===== src/rtl/shiftser_pkg.sv =====
package shiftser_pkg;
    localparam int DATA_W = 8;
    localparam int CNT_W  = 4;

    typedef enum logic [1:0] {
        ADR_DATA = 2'd0,
        ADR_STAT = 2'd1,
        ADR_CTRL = 2'd2,
        ADR_NONE = 2'd3
    } reg_addr_e;

    typedef enum logic [1:0] {
        WM_OFF      = 2'd0,
        WM_THREE    = 2'd1,
        WM_TWO      = 2'd2,
        WM_TWO_ALT  = 2'd3
    } wire_mode_e;

    typedef enum logic [1:0] {
        CS_SOFT     = 2'd0,
        CS_TIMER    = 2'd1,
        CS_EXT_RISE = 2'd2,
        CS_EXT_FALL = 2'd3
    } clk_sel_e;

    typedef enum logic {
        BUS_FREE   = 1'b0,
        BUS_ACTIVE = 1'b1
    } bus_state_e;

    typedef struct packed {
        logic       start_ie;
        logic       ovf_ie;
        wire_mode_e wmode;
        clk_sel_e   csel;
    } ctrl_t;
endpackage


===== src/rtl/shiftser_linemon.sv =====
module shiftser_linemon
    import shiftser_pkg::*;
#(
    parameter int SYNC_STAGES = 2
) (
    input  logic clk,
    input  logic rst_n,
    input  logic clk_line,
    input  logic dat_line,
    input  logic two_wire,
    output logic clk_lvl,
    output logic dat_lvl,
    output logic clk_rise,
    output logic clk_fall,
    output logic start_det,
    output logic stop_det,
    output logic busy
);
    localparam int LAST = SYNC_STAGES - 1;

    logic [LAST:0] clk_sync, dat_sync;
    logic          clk_prev, dat_prev;
    logic          dat_rise, dat_fall;
    bus_state_e    state, state_nx;

    generate
        if (SYNC_STAGES > 1) begin : g_chain
            always_ff @(posedge clk or negedge rst_n) begin
                if (!rst_n) begin
                    clk_sync <= '1;
                    dat_sync <= '1;
                end else begin
                    clk_sync <= {clk_sync[LAST-1:0], clk_line};
                    dat_sync <= {dat_sync[LAST-1:0], dat_line};
                end
            end
        end else begin : g_single
            always_ff @(posedge clk or negedge rst_n) begin
                if (!rst_n) begin
                    clk_sync <= '1;
                    dat_sync <= '1;
                end else begin
                    clk_sync <= clk_line;
                    dat_sync <= dat_line;
                end
            end
        end
    endgenerate

    always_ff @(posedge clk or negedge rst_n) begin
        if (!rst_n) begin
            clk_prev <= 1'b1;
            dat_prev <= 1'b1;
        end else begin
            clk_prev <= clk_sync[LAST];
            dat_prev <= dat_sync[LAST];
        end
    end

    assign clk_lvl   = clk_sync[LAST];
    assign dat_lvl   = dat_sync[LAST];
    assign clk_rise  = clk_lvl & ~clk_prev;
    assign clk_fall  = ~clk_lvl & clk_prev;
    assign dat_rise  = dat_lvl & ~dat_prev;
    assign dat_fall  = ~dat_lvl & dat_prev;
    assign start_det = two_wire & dat_fall & clk_lvl;
    assign stop_det  = two_wire & dat_rise & clk_lvl;

    // state register
    always_ff @(posedge clk or negedge rst_n) begin
        if (!rst_n) state <= BUS_FREE;
        else        state <= state_nx;
    end

    // next state
    always_comb begin
        state_nx = state;
        unique case (state)
            BUS_FREE:   if (start_det) state_nx = BUS_ACTIVE;
            BUS_ACTIVE: if (stop_det || !two_wire) state_nx = BUS_FREE;
        endcase
    end

    // outputs
    always_comb begin
        busy = 1'b0;
        unique case (state)
            BUS_FREE:   busy = 1'b0;
            BUS_ACTIVE: busy = 1'b1;
        endcase
    end

    assert_start_busy_R5: assert property (@(posedge clk) disable iff (!rst_n)
        start_det |=> busy);
    assert_stop_free_R5: assert property (@(posedge clk) disable iff (!rst_n)
        stop_det |=> !busy);
endmodule


===== src/rtl/shiftser_clkgen.sv =====
module shiftser_clkgen
    import shiftser_pkg::*;
(
    input  logic     clk,
    input  logic     rst_n,
    input  clk_sel_e csel,
    input  logic     sw_clk,
    input  logic     sw_tog,
    input  logic     timer_match,
    input  logic     line_rise,
    input  logic     line_fall,
    output logic     cnt_evt,
    output logic     shift_evt,
    output logic     clk_out
);
    logic sw_edge, ext_rise, ext_fall;

    assign sw_edge  = sw_clk & sw_tog;
    assign ext_rise = line_rise | (sw_edge & ~clk_out);
    assign ext_fall = line_fall | (sw_edge & clk_out);

    always_ff @(posedge clk or negedge rst_n) begin
        if (!rst_n)      clk_out <= 1'b1;
        else if (sw_tog) clk_out <= ~clk_out;
    end

    always_comb begin
        cnt_evt   = 1'b0;
        shift_evt = 1'b0;
        unique case (csel)
            CS_SOFT: begin
                cnt_evt   = sw_clk;
                shift_evt = sw_clk;
            end
            CS_TIMER: begin
                cnt_evt   = timer_match;
                shift_evt = timer_match;
            end
            CS_EXT_RISE: begin
                cnt_evt   = ext_rise | ext_fall;
                shift_evt = ext_rise;
            end
            CS_EXT_FALL: begin
                cnt_evt   = ext_rise | ext_fall;
                shift_evt = ext_fall;
            end
        endcase
    end

    assert_toggle_R4: assert property (@(posedge clk) disable iff (!rst_n)
        sw_tog |=> (clk_out != $past(clk_out)));
    assert_shift_counts_R1: assert property (@(posedge clk) disable iff (!rst_n)
        shift_evt |-> cnt_evt);
endmodule


===== src/rtl/shiftser_datapath.sv =====
module shiftser_datapath
    import shiftser_pkg::*;
(
    input  logic              clk,
    input  logic              rst_n,
    input  logic              shift_evt,
    input  logic              cnt_evt,
    input  logic              dat_lvl,
    input  logic              wr_data,
    input  logic              wr_stat,
    input  logic [DATA_W-1:0] wdata,
    input  logic              start_det,
    input  logic              stop_det,
    output logic [DATA_W-1:0] shreg,
    output logic [CNT_W-1:0]  cnt,
    output logic              start_flag,
    output logic              ovf_flag,
    output logic              stop_flag
);
    logic wrap;

    assign wrap = cnt_evt & ~wr_stat & (cnt == {CNT_W{1'b1}});

    always_ff @(posedge clk or negedge rst_n) begin
        if (!rst_n)         shreg <= '0;
        else if (wr_data)   shreg <= wdata;
        else if (shift_evt) shreg <= {shreg[DATA_W-2:0], dat_lvl};
    end

    always_ff @(posedge clk or negedge rst_n) begin
        if (!rst_n)       cnt <= '0;
        else if (wr_stat) cnt <= wdata[CNT_W-1:0];
        else if (cnt_evt) cnt <= cnt + 1'b1;
    end

    always_ff @(posedge clk or negedge rst_n) begin
        if (!rst_n) begin
            start_flag <= 1'b0;
            ovf_flag   <= 1'b0;
            stop_flag  <= 1'b0;
        end else begin
            if (wr_stat && wdata[7]) start_flag <= 1'b0;
            if (wr_stat && wdata[6]) ovf_flag   <= 1'b0;
            if (wr_stat && wdata[5]) stop_flag  <= 1'b0;
            if (start_det) start_flag <= 1'b1;
            if (wrap)      ovf_flag   <= 1'b1;
            if (stop_det)  stop_flag  <= 1'b1;
        end
    end

    assert_count_step_R1: assert property (@(posedge clk) disable iff (!rst_n)
        (cnt_evt && !wr_stat) |=> (cnt == CNT_W'($past(cnt) + 1'b1)));
    assert_count_hold_R1: assert property (@(posedge clk) disable iff (!rst_n)
        (!cnt_evt && !wr_stat) |=> $stable(cnt));
    assert_wrap_flag_R3: assert property (@(posedge clk) disable iff (!rst_n)
        (cnt_evt && !wr_stat && cnt == {CNT_W{1'b1}}) |=> (ovf_flag && cnt == '0));
    assert_shift_in_R2: assert property (@(posedge clk) disable iff (!rst_n)
        (shift_evt && !wr_data) |=>
            (shreg[DATA_W-1:1] == $past(shreg[DATA_W-2:0]) && shreg[0] == $past(dat_lvl)));
endmodule


===== src/rtl/shiftser_core.sv =====
module shiftser_core
    import shiftser_pkg::*;
#(
    parameter int SYNC_STAGES = 2
) (
    input  logic       clk,
    input  logic       rst_n,
    input  logic [1:0] bus_addr,
    input  logic       bus_wr,
    input  logic [7:0] bus_wdata,
    output logic [7:0] bus_rdata,
    input  logic       glob_ie,
    input  logic       timer_match,
    input  logic       line_clk_in,
    input  logic       line_dat_in,
    output logic       tx_data,
    output logic       tx_data_oe,
    output logic       tx_clk,
    output logic       tx_clk_oe,
    output logic       scl_pull_low,
    output logic       sda_pull_low,
    output logic       bus_busy,
    output logic       irq_start_req,
    output logic       irq_ovf_req
);
    ctrl_t             ctrl;
    reg_addr_e         addr;
    logic              wr_data, wr_stat, wr_ctrl;
    logic              two_wire, three_wire;
    logic              clk_lvl, dat_lvl, clk_rise, clk_fall;
    logic              start_det, stop_det;
    logic              cnt_evt, shift_evt, clk_out;
    logic [DATA_W-1:0] shreg;
    logic [CNT_W-1:0]  cnt;
    logic              start_flag, ovf_flag, stop_flag, collision;

    assign addr    = reg_addr_e'(bus_addr);
    assign wr_data = bus_wr && (addr == ADR_DATA);
    assign wr_stat = bus_wr && (addr == ADR_STAT);
    assign wr_ctrl = bus_wr && (addr == ADR_CTRL);

    always_ff @(posedge clk or negedge rst_n) begin
        if (!rst_n)       ctrl <= '0;
        else if (wr_ctrl) ctrl <= ctrl_t'(bus_wdata[7:2]);
    end

    assign two_wire   = (ctrl.wmode == WM_TWO) || (ctrl.wmode == WM_TWO_ALT);
    assign three_wire = (ctrl.wmode == WM_THREE);

    shiftser_linemon #(.SYNC_STAGES(SYNC_STAGES)) u_linemon (
        .clk       (clk),
        .rst_n     (rst_n),
        .clk_line  (line_clk_in),
        .dat_line  (line_dat_in),
        .two_wire  (two_wire),
        .clk_lvl   (clk_lvl),
        .dat_lvl   (dat_lvl),
        .clk_rise  (clk_rise),
        .clk_fall  (clk_fall),
        .start_det (start_det),
        .stop_det  (stop_det),
        .busy      (bus_busy)
    );

    shiftser_clkgen u_clkgen (
        .clk         (clk),
        .rst_n       (rst_n),
        .csel        (ctrl.csel),
        .sw_clk      (wr_ctrl & bus_wdata[1]),
        .sw_tog      (wr_ctrl & bus_wdata[0]),
        .timer_match (timer_match),
        .line_rise   (clk_rise),
        .line_fall   (clk_fall),
        .cnt_evt     (cnt_evt),
        .shift_evt   (shift_evt),
        .clk_out     (clk_out)
    );

    shiftser_datapath u_datapath (
        .clk        (clk),
        .rst_n      (rst_n),
        .shift_evt  (shift_evt),
        .cnt_evt    (cnt_evt),
        .dat_lvl    (dat_lvl),
        .wr_data    (wr_data),
        .wr_stat    (wr_stat),
        .wdata      (bus_wdata),
        .start_det  (start_det),
        .stop_det   (stop_det),
        .shreg      (shreg),
        .cnt        (cnt),
        .start_flag (start_flag),
        .ovf_flag   (ovf_flag),
        .stop_flag  (stop_flag)
    );

    assign collision = two_wire & (shreg[DATA_W-1] ^ dat_lvl);

    always_comb begin
        bus_rdata = '0;
        unique case (addr)
            ADR_DATA: bus_rdata = shreg;
            ADR_STAT: bus_rdata = {start_flag, ovf_flag, stop_flag, collision, cnt};
            ADR_CTRL: bus_rdata = {ctrl, 2'b00};
            ADR_NONE: bus_rdata = '0;
        endcase
    end

    assign tx_data      = shreg[DATA_W-1];
    assign tx_data_oe   = three_wire;
    assign tx_clk       = clk_out;
    assign tx_clk_oe    = three_wire;
    assign sda_pull_low = two_wire & ~shreg[DATA_W-1];
    assign scl_pull_low = two_wire & ~clk_out;

    assign irq_start_req = start_flag & ctrl.start_ie & glob_ie;
    assign irq_ovf_req   = ovf_flag & ctrl.ovf_ie & glob_ie;

    assert_off_quiet_R8: assert property (@(posedge clk) disable iff (!rst_n)
        (ctrl.wmode == WM_OFF) |-> !(tx_data_oe || tx_clk_oe || sda_pull_low || scl_pull_low));
    assert_irq_gate_R7: assert property (@(posedge clk) disable iff (!rst_n)
        (irq_start_req || irq_ovf_req) |-> glob_ie);
    assert_ctrl_hold_R9: assert property (@(posedge clk) disable iff (!rst_n)
        !wr_ctrl |=> $stable(ctrl));
endmodule


===== config.mk =====
export PLATFORM = sky130hd
export DESIGN_NAME = shiftser_core
export DESIGN_NICKNAME = d
export VERILOG_FILES = /design/src/rtl/shiftser_pkg.sv /design/src/rtl/shiftser_linemon.sv /design/src/rtl/shiftser_clkgen.sv /design/src/rtl/shiftser_datapath.sv /design/src/rtl/shiftser_core.sv
export SDC_FILE = /design/constraint.sdc
export NUM_CORES = 1
export LEC_CHECK = 0
export CAP_MARGIN = 20
export CORE_ASPECT_RATIO = 0.9
export CORE_MARGIN = 2
export CORE_UTILIZATION = 45
export DETAILED_ROUTE_END_ITERATION = 12
export GPL_ROUTABILITY_DRIVEN = 0
export HOLD_SLACK_MARGIN = 0.03
export PLACE_DENSITY_LB_ADDON = 0.05
export SYNTH_ARGS = -nofsm -noshare
export SYNTH_HDL_FRONTEND = slang
export SYNTH_SLANG_ARGS = --single-unit

===== constraint.sdc =====
create_clock -name clk -period 1.7 [get_ports clk]
set_input_delay 0.34 -clock clk [delete_from_list [all_inputs] [get_ports clk]]
set_output_delay 0.34 -clock clk [all_outputs]
set_load 0.02 [all_outputs]

### Yosys cells after proc, flatten, opt, wreduce, memory -nomap -nowiden

Index checks and enable logic that the tools add are counted.
W data, S select, Z words.

| storage, ports and cells | value |
|---|---|
| flip-flop bits (word level) | 29 |

| cells by class | value |
|---|---|
| add/sub/neg operators | 1 |
| eq/ne operators | 10 |
| mux-type cells | 17 |
| bitwise operators | 34 |
| reduce and logical (&&, ||, !) cells | 17 |

Operators with widths:

| kind | number |
|---|---|
| $pmux W8 S4 | 1 |
| $and A1 B1 Y1 | 22 |
| $mux W8 | 2 |
| $eq A2 B2 Y1 const B | 6 |
| $reduce_bool A2 Y1 | 5 |
| $mux W1 | 8 |
| $mux W4 | 2 |
| $not A1 Y1 | 8 |
| $eq A2 B1 Y1 const B | 3 |
| $logic_and A1 B1 Y1 | 6 |
| $add A4 B1 Y4 const B | 1 |
| $eq A4 B4 Y1 const B | 1 |
| $logic_not A2 Y1 | 2 |
| $pmux W1 S2 | 2 |
| $pmux W1 S4 | 1 |
| $or A1 B1 Y1 | 3 |
| $pmux W1 S3 | 1 |
| $logic_or A1 B1 Y1 | 2 |
| $reduce_or A2 Y1 | 1 |
| $logic_not A1 Y1 | 1 |
| $xor A1 B1 Y1 | 1 |

### Depth between registers and ports, before layout

Gate-level depths: netlist of the first run.

| depth | value |
|---|---|
| depth after elaboration | 11 |
| mapped depth | 5 |
| gate-level depth less buffers | 4 |

### Hierarchy

Synthesis of the first run repeated with hierarchy kept, for this count alone.

| unflattened totals | value |
|---|---|
| cells, all modules | 141 |
| area, all modules | 1,527.7 µm² |

By module, submodules not included:

| module | instances | cells an instance | area each (µm²) | sequential area each (µm²) |
|---|---|---|---|---|
| shiftser_datapath | 1 | 63 | 686.9 | 375.4 |
| shiftser_core | 1 | 47 | 490.5 | 150.1 |
| shiftser_linemon | 1 | 18 | 244.0 | 182.7 |
| shiftser_clkgen | 1 | 13 | 106.4 | 26.3 |

### Least setup slack after synthesis of the first run

Ideal clock, no wire load.

| path | value |
|---|---|
| path type | input-to-reg |
| start | input bus_addr[0] |
| end | register u_datapath.shreg[3] |
| data arrival time | 1,649 ps |
| required time | 1,575 ps |
| path slack | -74 ps |
| cell stages on the path | 4 |
| buffers on the path | 1 |
| path through | clkbuf_1 nor3b_1 mux2_2 mux2_2 |

| between the ends | value |
|---|---|
| longest elaborated chain between the ends | 8 |
| elaborated cells between the ends (all ways) | 14 |

RTL lines:

| item | line | text |
|---|---|---|
| start, declared | shiftser_core.sv:8 | `input logic [1:0] bus_addr,` |
| $eq A2 B2 Y1 | shiftser_core.sv:40 | `assign wr_ctrl = bus_wr && (addr == ADR_CTRL);` |
| $logic_and A1 B1 Y1 | shiftser_core.sv:40 |  |
| $and A1 B1 Y1 (on tied branches) | shiftser_core.sv:69, shiftser_core.sv:70 |  |
| $and A1 B1 Y1 | shiftser_clkgen.sv:18 | `assign sw_edge = sw_clk & sw_tog;` |
| $and A1 B1 Y1 (on tied branches) | shiftser_clkgen.sv:20, shiftser_clkgen.sv:19 |  |
| $or A1 B1 Y1 (on tied branches) | shiftser_clkgen.sv:20, shiftser_clkgen.sv:19 |  |
| $pmux W1 S4 | shiftser_clkgen.sv:30 | `unique case (csel)` |
| $reduce_bool A2 Y1 (no line) | -- |  |
| end signal, assigned | shiftser_datapath.sv:26 | `else if (wr_data) shreg <= wdata;` |
| end signal, assigned | shiftser_datapath.sv:27 | `else if (shift_evt) shreg <= {shreg[DATA_W-2:0], dat_lvl};` |
| end, declared | shiftser_datapath.sv:14 | `output logic [DATA_W-1:0] shreg,` |

Parallel ways exist; a longest one is shown, timed or not.
A chain may end at the register's enable or synchronous reset.

### Worst setup path after layout of the first run

| path | value |
|---|---|
| start | register u_linemon.clk_prev |
| end | register u_datapath.cnt[2] |

| between the ends | value |
|---|---|
| longest elaborated chain between the ends | 6 |
| elaborated cells between the ends (all ways) | 8 |

RTL lines:

| item | line | text |
|---|---|---|
| start, declared | shiftser_linemon.sv:22 | `logic clk_prev, dat_prev;` |
| start signal, assigned | shiftser_linemon.sv:55 | `clk_prev <= clk_sync[LAST];` |
| $not A1 Y1 | shiftser_linemon.sv:62 | `assign clk_rise = clk_lvl & ~clk_prev;` |
| $and A1 B1 Y1 | shiftser_linemon.sv:62 |  |
| $or A1 B1 Y1 | shiftser_clkgen.sv:19 | `assign ext_rise = line_rise \| (sw_edge & ~clk_out);` |
| $or A1 B1 Y1 * | shiftser_clkgen.sv:40, shiftser_clkgen.sv:44 |  |
| $pmux W1 S3 * | shiftser_clkgen.sv:30 |  |
| $reduce_bool A2 Y1 (no line) * | -- |  |
| end signal, assigned | shiftser_datapath.sv:32 | `else if (wr_stat) cnt <= wdata[CNT_W-1:0];` |
| end signal, assigned | shiftser_datapath.sv:33 | `else if (cnt_evt) cnt <= cnt + 1'b1;` |
| end, declared | shiftser_datapath.sv:15 | `output logic [CNT_W-1:0] cnt,` |

Every way passes the cells marked *; elsewhere a longest branch is shown, timed or not.

==> flow_summary.json, run 1 <==
{
  "fin_crit_ns": 1.65,
  "multi_input_area_um2": 827,
  "cts_buffers": 5,
  "portBuffers": 33,
  "syn_avg_cell_area_um2": 10.5,
  "n_antenna_cell": 0,
  "grt_pass1_vias": 1391,
  "synth_cells": 150,
  "ys_seq_elements": 29,
  "syn_to_final_growth_pct": 47.5,
  "cts.clk_slew.worst_paths_ns": 0.06,
  "finalSetupViolCount": 0,
  "antenna_found_initial": 0,
  "synth-async-reset-ratio_pct": 100,
  "ys_types": 35,
  "power_density_nw_per_um2": 1260,
  "cp_num_buf_inv": 1,
  "endpoint_kind": "flip-flop",
  "vdd_drop_max_mv": 0.667,
  "clkSinkCount": 29,
  "finClkSkew_ns": 0.00657,
  "slew_headroom_pct": 76.1,
  "drv_cap": 0,
  "drt-initial-drc-count": 103,
  "postLayoutSetupSlackWorst_ns": 0.0507,
  "cts_hold_buffers": 0,
  "crit_path_start": "u_linemon.clk_prev",
  "syn-num-nets": 168,
  "grt_usage_pct": 22.2,
  "yosysTopAreaCellShare_pct": 35.0,
  "synth_top_cell_by_area": "dfrtp_1",
  "cp_slowest_cell": "dfstp_2",
  "start_util_pct": 46.9,
  "die_x_um": 66.3,
  "std_cell_rows": 20,
  "drcViolationCount": 0,
  "path_delay_family": "simple AND/OR/NAND/NOR gates",
  "fin_crit_sh_pct": 97.0,
  "avgRoutedWirePerCell_um": 15.9,
  "grt_max_degree": 30,
  "critPathRequiredTime_ns": 1.90,
  "r2r_setup_slack_ns": 0.05,
  "grt_pass1_wl_mm": 6.57,
  "die_h_um": 60.1,
  "path_depth": 5,
  "drive_above_1_share_pct": 39.0,
  "cp-start-kind": "flip-flop",
  "ys_seq_area_share_pct": 46.7,
  "htreeDepth": 2,
  "drt.antenna.violating_nets": 0,
  "die_area_um2": 3980,
  "wirelength_mm": 4.18,
  "crit_type": "flip-flop to flip-flop",
  "synth_edf_count": 0,
  "whs_ns": 0.357,
  "slew_violations": 0,
  "core_area_um2": 3350,
  "path_cells": "buf_4, nand2b_4, o2111a_2, or4_1, a31oi_1",
  "globalRoute.totalOverflow": 0,
  "grt_setup_unrepaired": "yes",
  "fmax_ghz": 0.606,
  "netlist_top_cells_count": "nand2_1 (23), dfrtp_1 (22), mux2_2 (19), o21ai_0 (12), mux2i_1 (8)",
  "synthTopCellsByArea": "dfrtp_1 (35%), mux2_2 (14%), dfstp_2 (12%)",
  "crit_fanout": 5,
  "boundaryPins": 34,
  "ys_warn_count": 0,
  "dr_total_vias": 1410,
  "crit_path_max_incr_delay_ns": 0.53,
  "cts_tree": "built",
  "dp_worst_setup_slack_ns": -0.613,
  "syn_area_um2": 1570,
  "firstDrtPassIters": 4,
  "tightest_slew_ns": 0.358,
  "critical_path.endpoint": "u_datapath.cnt[2]",
  "worst_hold_path_type": "flip-flop to flip-flop",
  "insertion_delay_ns": 0.28,
  "finalHoldViolations": 0,
  "via_per_inst": 5.38,
  "synth-main-ff-cell": "dfrtp_1",
  "final_net_count": 235,
  "crit_arrival_ns": 1.85,
  "regArea_um2": 734,
  "reg2reg_to": "u_datapath.cnt[2]",
  "dpl.hpwl_mm": 3.06,
  "n_fill_cell": 275,
  "r2r-start": "u_linemon.clk_prev",
  "clock-root-buffer": "clkbuf_8",
  "outcome": "finished, final reports clean",
  "yosys.cell_count.top_type": "nand2_1",
  "power_leakage_uw": 0.00108,
  "reg2reg_depth": 5,
  "clock_path_buffers": 2
}
## flip-flops by register name, summed over array words and instances (netlist names), 2 cells and up
register            cells
u_datapath.shreg        8
ctrl                    6
u_datapath.cnt          4
u_linemon.clk_sync      2
u_linemon.dat_sync      2
## layer usage
| layer | GRT usage, % | share of wire (%) | vias to the layer above |
|---|---|---|---|
| met5 | 0 | 0 | - |
| li1 | - | - | 672 |
| met3 | 4.90 | 5.0 | 4 |
| met1 | 29.5 | 45 | 693 |
| met2 | 35.4 | 49 | 41 |
| met4 | 9.04 | 0.89 | 0 |
## report_power, final
| group | switching, µW | internal, µW | leakage (µW) |
|---|---|---|---|
| Combinational | 511 | 552 | 0.000683 |
| Clock | 254 | 477 | 0.0000585 |
| Sequential | 207 | 919 | 0.000337 |
| Total | 972 | 1950 | 0.00108 |
## area by class of cell
type | instances | area share, %
multi-input combinational | 111 | 35.7
tap | 44 | 2.37
clock inverter | 1 | 1.29
clock buffer | 7 | 3.72
timing repair buffer | 67 | 24.8
sequential | 29 | 31.7
inverter | 3 | 0.485
## placed cells by master, fill, tap and decap left out, types with 2 or more instances in the layout
cell type,count
buf_4,31
nand2_1,22
dfrtp_1,22
mux2_2,19
dlygate4sd2_1,13
clkdlybuf4s50_1,12
o21ai_0,11
mux2i_1,8
nand3_1,7
dfstp_2,7
nor2_1,6
clkbuf_8,6
nor2b_1,4
a31oi_1,4
buf_2,4
inv_1,3
and3_1,2
nand4b_1,2
nand2b_4,2
o311ai_2,2
o31ai_1,2
or4_1,2
clkbuf_2,2
buf_6,2
## stage by stage
step | instance area (µm²) | std cells | util (%) | setup TNS [ns] | total power, µW
floorplan | 1580 | 150 | - | 0 | 1720
global placement | 2130 | 246 | 63.5 | -10.05 | 2200
detailed placement | 2130 | 246 | 63.5 | -10.80 | 2240
CTS | 2260 | 257 | 67.4 | 0 | 2910
global route | 2320 | 262 | 69.2 | -0.0521 | 3100
finish | 2320 | 262 | 69.2 | 0 | 2920
## worst min-delay path by stage
stage,from,to,cells after the start
global route,u_linemon.clk_sync[0],u_linemon.clk_sync[1],0
floorplan,rst_n,ctrl[0],0
global placement,u_linemon.dat_sync[0],u_linemon.dat_sync[1],0
CTS,u_linemon.dat_sync[0],u_linemon.dat_sync[1],0
finish,u_linemon.dat_sync[0],u_linemon.dat_sync[1],0
detailed placement,u_linemon.dat_sync[0],u_linemon.dat_sync[1],0
## repair_timing
action / CTS / global route
setup endpoints to repair: 27 / 14
gates resized for setup: 47 / 12
pin swaps: 2 / 7
gates cloned: 0 / 1
buffers inserted: 3 / 4
## cell families (layout without fill, tap and decap cells)
group | count (synthesis) | in the layout | share of synthesized area (%)
buffers and inverters | 10 | 78 | 3.34
AOI/OAI and AO/OA | 26 | 26 | 10.8
xor gates and xnor gates | 2 | 2 | 1.11
and+or+nand+nor | 55 | 55 | 18.5
DFF | 29 | 29 | 46.7
muxes | 27 | 27 | 18.7
adders and majority gates | 1 | 1 | 0.795
No activity file was read; power rests on OpenSTA's default activity.
==> inputs of run 2 (changes only) <==
Settings changed: ABC_AREA from default to 1, CORE_UTILIZATION 45 to 40.
==> flow_summary.json, run 2 <==
{
  "outcome": "finished, final reports clean",
  "tightest_slew_ns": 0.385,
  "whs_ns": 0.358,
  "fin_crit_sh_pct": 97.8,
  "drt.antenna.violating_nets": 0,
  "synthTopCellsByArea": "dfrtp_1 (35%), nand2_1 (15%), dfstp_2 (12%)",
  "synth-main-ff-cell": "dfrtp_1",
  "finalSetupViolCount": 0,
  "syn_area_um2": 1570,
  "dp_worst_setup_slack_ns": -0.646,
  "crit_type": "input pin to output pin",
  "drt-initial-drc-count": 132,
  "fmax_ghz": 0.601,
  "die_h_um": 63.5,
  "insertion_delay_ns": 0.28,
  "grt_use_met1_pct": 30.6,
  "via_per_inst": 5.14,
  "grt_pass1_wl_mm": 7.20,
  "htreeDepth": 2,
  "grt_usage_pct": 20.8,
  "dr_total_vias": 1593,
  "wirelength_mm": 4.32,
  "vdd_drop_max_mv": 0.702,
  "slew_violations": 0,
  "drive_above_1_share_pct": 24.6,
  "r2r_setup_slack_ns": 0.24,
  "met3_usage_pct": 5.28,
  "finalHoldViolations": 0,
  "syn-num-nets": 218,
  "top_register": "u_datapath.shreg",
  "firstDrtPassIters": 6,
  "power_leakage_uw": 0.00113,
  "drcViolationCount": 0,
  "worst_hold_path_type": "flip-flop to flip-flop",
  "grt_max_degree": 30,
  "largest_reg_flops": 8,
  "ys_warn_count": 0,
  "cts_tree": "built",
  "syn_to_final_growth_pct": 41.2,
  "r2r-start": "ctrl[0]",
  "core_area_um2": 3760,
  "ys_types": 25,
  "postLayoutSetupSlackWorst_ns": 0.0371,
  "reg2reg_depth": 6,
  "layout_commonest_cell": "nand2_1",
  "crit_fanout": 5,
  "boundaryPins": 34,
  "die_x_um": 70.1,
  "busiest_layer": "met1",
  "fin_crit_ns": 1.66,
  "ys_seq_elements": 29,
  "final_net_count": 281,
  "clock_path_buffers": 2,
  "cts_buffers": 5,
  "avgRoutedWirePerCell_um": 13.9,
  "ys_seq_area_share_pct": 46.7,
  "layout_common_cells": "nand2_1 (61), buf_4 (31), inv_1 (22), o21ai_0 (22), dfrtp_1 (22)",
  "cp-start-kind": "input pin",
  "start_util_pct": 41.9,
  "synth-async-reset-ratio_pct": 100,
  "endpoint_kind": "output pin",
  "n_antenna_cell": 0,
  "holdPathEnd": "u_linemon.clk_sync[1]",
  "critPathRequiredTime_ns": 1.36,
  "yosysTopAreaCellShare_pct": 35.0,
  "syn_avg_cell_area_um2": 7.87,
  "cts_hold_buffers": 0,
  "drv_cap": 0,
  "clkSinkCount": 29,
  "portBuffers": 33,
  "synth_edf_count": 0,
  "std_cell_rows": 21,
  "grt_pass1_vias": 1445,
  "top_regs": "u_datapath.shreg: 8 flops, ctrl: 6 flops, u_datapath.cnt: 4 flops",
  "synth_top_cell_by_area": "dfrtp_1",
  "globalRoute.totalOverflow": 0,
  "grt_setup_unrepaired": "yes",
  "reg2reg_to": "u_datapath.cnt[3]",
  "finClkSkew_ns": 0.00441,
  "netlist_top_cells_count": "nand2_1 (62), inv_1 (23), dfrtp_1 (22), o21ai_0 (22)",
  "worstHoldStart": "u_linemon.clk_sync[0]",
  "fin_setup_tns_ns": 0,
  "cts.clk_slew.worst_paths_ns": 0.07,
  "clock-root-buffer": "clkbuf_8",
  "crit_arrival_ns": 1.32,
  "synth_cells": 200,
  "hold_depth": 0,
  "power_density_nw_per_um2": 1210,
  "antenna_found_initial": 0,
  "use_met2_pct": 30.4,
  "die_area_um2": 4450,
  "dpl.hpwl_mm": 3.30,
  "slew_headroom_pct": 74.4,
  "yosys.cell_count.top_type": "nand2_1"
}
[run 2: worst max-delay path by stage]
stage | from | end | cells after the start
after floorplan | bus_addr[0] | bus_rdata[3] | 4
after detailed placement | bus_addr[1] | bus_rdata[3] | 6
after global placement | bus_addr[1] | bus_rdata[3] | 6
after CTS | u_linemon.dat_sync[1] | bus_rdata[4] | 4
after global routing | u_linemon.dat_sync[1] | bus_rdata[4] | 4
final | bus_addr[0] | bus_rdata[5] | 7
[run 2: through the flow]
| stage | utilization (%) | cells | total power, µW | area, µm² |
|---|---|---|---|---|
| 2_1_floorplan | - | 200 | 1680 | 1570 |
| 3_3_place_gp | 56.9 | 301 | 2140 | 2140 |
| 3_5_place_dp | 56.9 | 301 | 2160 | 2140 |
| 4_1_cts | 58.3 | 309 | 2670 | 2190 |
| 5_1_grt | 59.1 | 310 | 2870 | 2220 |
| 6_report | 59.1 | 310 | 2680 | 2220 |
[run 2: cells by family (layout without fill, tap and decap cells)]
kind of cell,count (synthesis),after routing,share of synthesized area [%]
adders and majority gates,1,1,0.795
DFF,29,29,46.7
buffers and inverters,27,91,6.76
and+or+nand+nor,107,107,30.5
AOI/OAI and AO/OA,32,32,13.0
xor gates and xnor gates,4,4,2.23
[run 2: what timing repair did]
item	in CTS	in global routing
pin swaps	1	0
setup endpoints to repair	28	7
cloned	0	0
hold endpoints to repair	0	0
buffers inserted	0	1
gates resized for setup	50	12
[run 2: power by group]
group	internal, µW	switching (µW)
clock	287	286
sequential	898	193
combinational	445	573
[run 2: layer usage]
| metal | vias to the layer above | wire [µm] |
|---|---|---|
| met5 | - | 0 |
| met4 | 0 | 48 |
| met3 | 5 | 359 |
| met2 | 48 | 1830 |
| met1 | 750 | 2090 |
| li1 | 790 | - |
[run 2: critical path, cell delays in order]
cell           delay [ns]
dlygate4sd2_1        0.24
buf_4                0.13
nor2_2               0.13
buf_4                0.15
nand2_1              0.05
o211ai_1             0.11
buf_4                0.18
[run 2: final cells by class]
class                           count  area [µm²]
Tap cell                           46        57.6
Inverter                           23        88.8
Clock inverter                      3        22.5
Sequential cell                    29         734
Fill cell                         361        1540
Clock buffer                        5        68.8
Timing Repair Buffer               60         499
Multi-Input combinational cell    144         751
==> inputs of run 3 (changes only) <==
Settings changed: GPL_ROUTABILITY_DRIVEN 0 to default.
==> results of run 3 <==
The final DEF is identical to that of run 2; final timing and power are the same.
